[src/rtl/ep_ctrl_reg.sv]
module ep_ctrl_reg #(
  parameter int W = 16
) (
  input  logic         clk,
  input  logic         rst_n,
  input  logic         wr_en,
  input  logic [W-1:0] wr_data,
  output logic [W-1:0] rd_data,
  input  logic         ev_rx_done,
  input  logic         ev_setup,
  input  logic         ev_tx_done
);
  localparam int RXF = 15, RXT = 14, RXS = 12, SUF = 11, TYP = 9, KND = 8;
  localparam int TXF = 7, TXT = 6, TXS = 4;

  logic [W-1:0] q, sw, nx;

  always_comb begin
    sw = q;
    if (wr_en) begin
      sw[RXF]         = q[RXF] & wr_data[RXF];
      sw[RXT]         = q[RXT] ^ wr_data[RXT];
      sw[RXS+:2]      = q[RXS+:2] ^ wr_data[RXS+:2];
      sw[TYP+:2]      = wr_data[TYP+:2];
      sw[KND]         = wr_data[KND];
      sw[TXF]         = q[TXF] & wr_data[TXF];
      sw[TXT]         = q[TXT] ^ wr_data[TXT];
      sw[TXS+:2]      = q[TXS+:2] ^ wr_data[TXS+:2];
      sw[3:0]         = wr_data[3:0];
    end
  end

  always_comb begin
    nx = sw;
    if (ev_rx_done) begin
      nx[RXF] = 1'b1;
      nx[RXT] = ~sw[RXT];
      if (sw[RXS+:2] == 2'b11) nx[RXS+:2] = 2'b10;
      nx[SUF] = ev_setup;
    end
    if (ev_tx_done) begin
      nx[TXF] = 1'b1;
      nx[TXT] = ~sw[TXT];
      if (sw[TXS+:2] == 2'b11) nx[TXS+:2] = 2'b10;
    end
  end

  always_ff @(posedge clk or negedge rst_n)
    if (!rst_n) q <= '0;
    else        q <= nx;

  assign rd_data = q;

  AST_RX_FLAG_SET: assert property (@(posedge clk) disable iff (!rst_n)
    ev_rx_done |=> rd_data[RXF]);
  AST_TX_FLAG_SET: assert property (@(posedge clk) disable iff (!rst_n)
    ev_tx_done |=> rd_data[TXF]);
  AST_SETUP_SW_HOLD: assert property (@(posedge clk) disable iff (!rst_n)
    !ev_rx_done |=> $stable(rd_data[SUF]));
  AST_SETUP_FOLLOWS: assert property (@(posedge clk) disable iff (!rst_n)
    ev_rx_done |=> rd_data[SUF] == $past(ev_setup));
  AST_ADDR_HOLD: assert property (@(posedge clk) disable iff (!rst_n)
    !wr_en |=> $stable(rd_data[3:0]));
  AST_RX_TOG_FLIP: assert property (@(posedge clk) disable iff (!rst_n)
    (ev_rx_done && !(wr_en && wr_data[RXT])) |=> rd_data[RXT] != $past(rd_data[RXT]));
  AST_FLAG_STICKY: assert property (@(posedge clk) disable iff (!rst_n)
    (rd_data[RXF] && !(wr_en && !wr_data[RXF])) |=> rd_data[RXF]);
endmodule

[config.mk]
export PLATFORM = sky130hd
export DESIGN_NAME = ep_ctrl_reg
export DESIGN_NICKNAME = d
export VERILOG_FILES = /design/src/rtl/ep_ctrl_reg.sv
export SDC_FILE = /design/constraint.sdc
export NUM_CORES = 1
export LEC_CHECK = 0
export ABC_CLOCK_PERIOD_IN_PS = 1100
export BUFFER_PORTS_ARGS = -buffer_cell sky130_fd_sc_hd__buf_2
export CAP_MARGIN = 15
export CORE_MARGIN = 5
export CORE_UTILIZATION = 42
export CTS_CLUSTER_SIZE = 12
export DETAILED_ROUTE_END_ITERATION = 7
export HOLD_SLACK_MARGIN = 0.06
export MAX_ROUTING_LAYER = met4
export PLACE_DENSITY = 0.72
export SYNTH_ARGS = -nofsm -noshare
export SYNTH_HDL_FRONTEND = slang
export SYNTH_SLANG_ARGS = --single-unit
[constraint.sdc]
create_clock -name clk -period 1.1 [get_ports clk]
set_input_delay 0.22 -clock clk [delete_from_list [all_inputs] [get_ports clk]]
set_output_delay 0.22 -clock clk [all_outputs]
set_load 0.1 [all_outputs]
==> impl_metrics.ini <==
[finish]
fin_nets = 122
diodes = 0
utilization = 0.826
largest_reg_flops = 16
stdcell_area_um2 = 1260
area_delta_synth_final_pct = 83.6
finalNonFillerCells = 115
drive_gt1_frac = 0.778

[yosys]
synthSimpleGateAreaFrac = 0.0511
netlist_area_um2 = 686
async_flop_share = 1.00
synth_area_per_cell_um2 = 14.0
synth_area_leader_cell = dfrtp_1
synth_top_family_by_area = multiplexers
synthAdderAreaFrac = 0
ys_top_cells_by_count = dfrtp_1 (16), nand2_1 (6), mux2_4 (5)
ys_ff_latch = 16
synth_edf_count = 0
synthXorXnorAreaFrac = 0.0894
synth_top_area_frac = 0.584
yosys_most_used_dff = dfrtp_1
synth_mux_area_frac = 0.159
ys_seq_area_frac = 0.584
syn-num-nets = 71
synth_compound_area_frac = 0.0785
synth.most_common_cell = dfrtp_1
ys_types = 14
syn_inst = 49
synth_area_leaders = dfrtp_1 (58%), mux2_4 (11%), xnor2_1 (5.1%)
yosys_warnings = 0

[pwr]
p_sw_uw = 1650
power_frac_seq = 0.266
power_density_nw_per_um2 = 2750
comb_power_share = 0.625
power.total_uw = 3460
peakVddDrop_v = 0.00176
intPower_uw = 1810
switching_share = 0.477
pwr-share-clk = 0.108
p_leak_uw = 0.000594

[detailed_routing]
first_iter_violations = 3
drc = 0
num_vias = 561
drt_pass1_iterations = 3
vias_per_cell = 4.88
ant_nets = 0
routedWlPerCell_um = 15.9
finalWirelength_mm = 1.83

[sta]
final-hold-violation-count = 0
min_period_ns = 1.14
fmaxAchievable_ghz = 0.881
slew_viol_final = 0
setup_viol = 15
worst_slack_ns = -0.0353
slew_headroom = 0.758
finClkSkew_ns = 0.0000542
rsz0062_at_grt = yes
tightest_slew_ns = 0.363
period_share = 1.03

[setup_path]
required_ns = 0.88
crit_buf_inv = 1
start_kind = register
cpMaxStageDelayCell = dfrtp_2
cp.arrival_ns = 0.92
crit_family = flip-flops
slowest_delay_ns = 0.46
path_cells = buf_12
worst-path-max-fanout = 4
path_class = reg2out
end_kind = output port

[run_status]
status = finished, violations left
violations = setup timing

[clocking]
clock-sinks = 16
cts_root_buf = clkbuf_4
htreeDepth = 1
numCtsBuffers = 3
clk_latency_ns = 0.28
clk_pin_slew_ns = 0.09
cts_tree = yes
cts_max_path_buffers = 2

[floorplan]
die_h_um = 50.4
ios = 38
num_rows = 14
start_util = 0.450
die_x_um = 50.4
die_area_um2 = 2540
core_um2 = 1520

[global_route]
grt_max_degree = 17
grt_use_total = 0.156
grt_pass1_vias = 612
grt_pass1_wl_mm = 2.87
grt_overflow = 0
antenna_found_initial = 0

[place]
numPortBuffers = 36
place_area_um2 = 1120
pre_cts_slack_ns = 0.0407
gp_congestion = 0.695
hpwl_mm = 1.28
placed_cells_incl_taps = 99

[hold_path]
hp-class = in2reg

[run]
maxCapViolCount = 0
==> per-stage QoR <==
| step | hold slack (ns) | setup TNS (ns) |
|---|---|---|
| finish | 0.143 | -0.0927 |
| global placement | 0.147 | 0 |
| floorplan | -0.0756 | -0.197 |
| global route | 0.136 | -0.627 |
| CTS | 0.131 | -0.301 |
| detailed placement | 0.148 | 0 |
==> worst paths after layout <==
check                                         from  slack, ns  cells after the start                 endpoint
max in group asynchronous                    rst_n       0.45                      2    rd_data[14]$_DFF_PN0_
min                                     ev_tx_done       0.14                      2     rd_data[4]$_DFF_PN0_
min reg2reg                rd_data[10]$_DFFE_PN0P_       0.56                      1  rd_data[10]$_DFFE_PN0P_
max reg2reg                  rd_data[12]$_DFF_PN0_       0.02                      3    rd_data[12]$_DFF_PN0_
max                          rd_data[13]$_DFF_PN0_      -0.04                      1              rd_data[13]
min in group asynchronous                    rst_n       0.37                      2   rd_data[0]$_DFFE_PN0P_
==> metal layers <==
metal	routed length [µm]	track usage
met4	53	0.0809
met1	672	0.181
met2	1010	0.253
met3	89	0.0296
met5	0	-
==> placed cells by master (no fill, tap or decap), drive strengths merged <==
| cell type | n |
|---|---|
| buf | 47 |
| dfrtp | 16 |
| mux2 | 8 |
| nand2 | 6 |
| xnor2 | 4 |
| clkbuf | 4 |
| xor2 | 3 |
| a21oi | 2 |
| nand2b | 2 |
| a21o | 2 |
| inv | 1 |
| a32o | 1 |
| o22ai | 1 |
| a211oi | 1 |
| dlygate4sd3 | 1 |
==> power groups by stage <==
| stage | logic, µW | registers, µW | clock network [µW] |
|---|---|---|---|
| after global routing | 2220 | 945 | 417 |
| after detailed placement | 1940 | 958 | 0 |
| after floorplan | 233 | 1880 | 0 |
| after CTS | 2120 | 921 | 392 |
| after global placement | 1920 | 946 | 0 |
| final | 2170 | 923 | 375 |
==> area by class of cell <==
type	count	area (µm²)
flip-flops and latches	16	420
repair buffers	48	513
multi-input cells	30	265
fillers	86	265
well taps	16	20.0
inverters	1	3.75
clock buffers	4	36.3
==> cell families after synthesis <==
family,count (synthesis)
AOI/OAI and AO/OA,7
DFF,16
and+or+nand+nor,8
muxes,8
buffers and inverters,3
xor gates and xnor gates,7
==> repair_timing <==
item	in CTS	in global routing
hold buffers	1	0
pin swaps	1	1
setup endpoints to repair	16	17
cloned	0	0
hold endpoints to repair	16	0
setup buffers	8	3
resized for setup	0	1
Power figures use the tool's default switching activity.
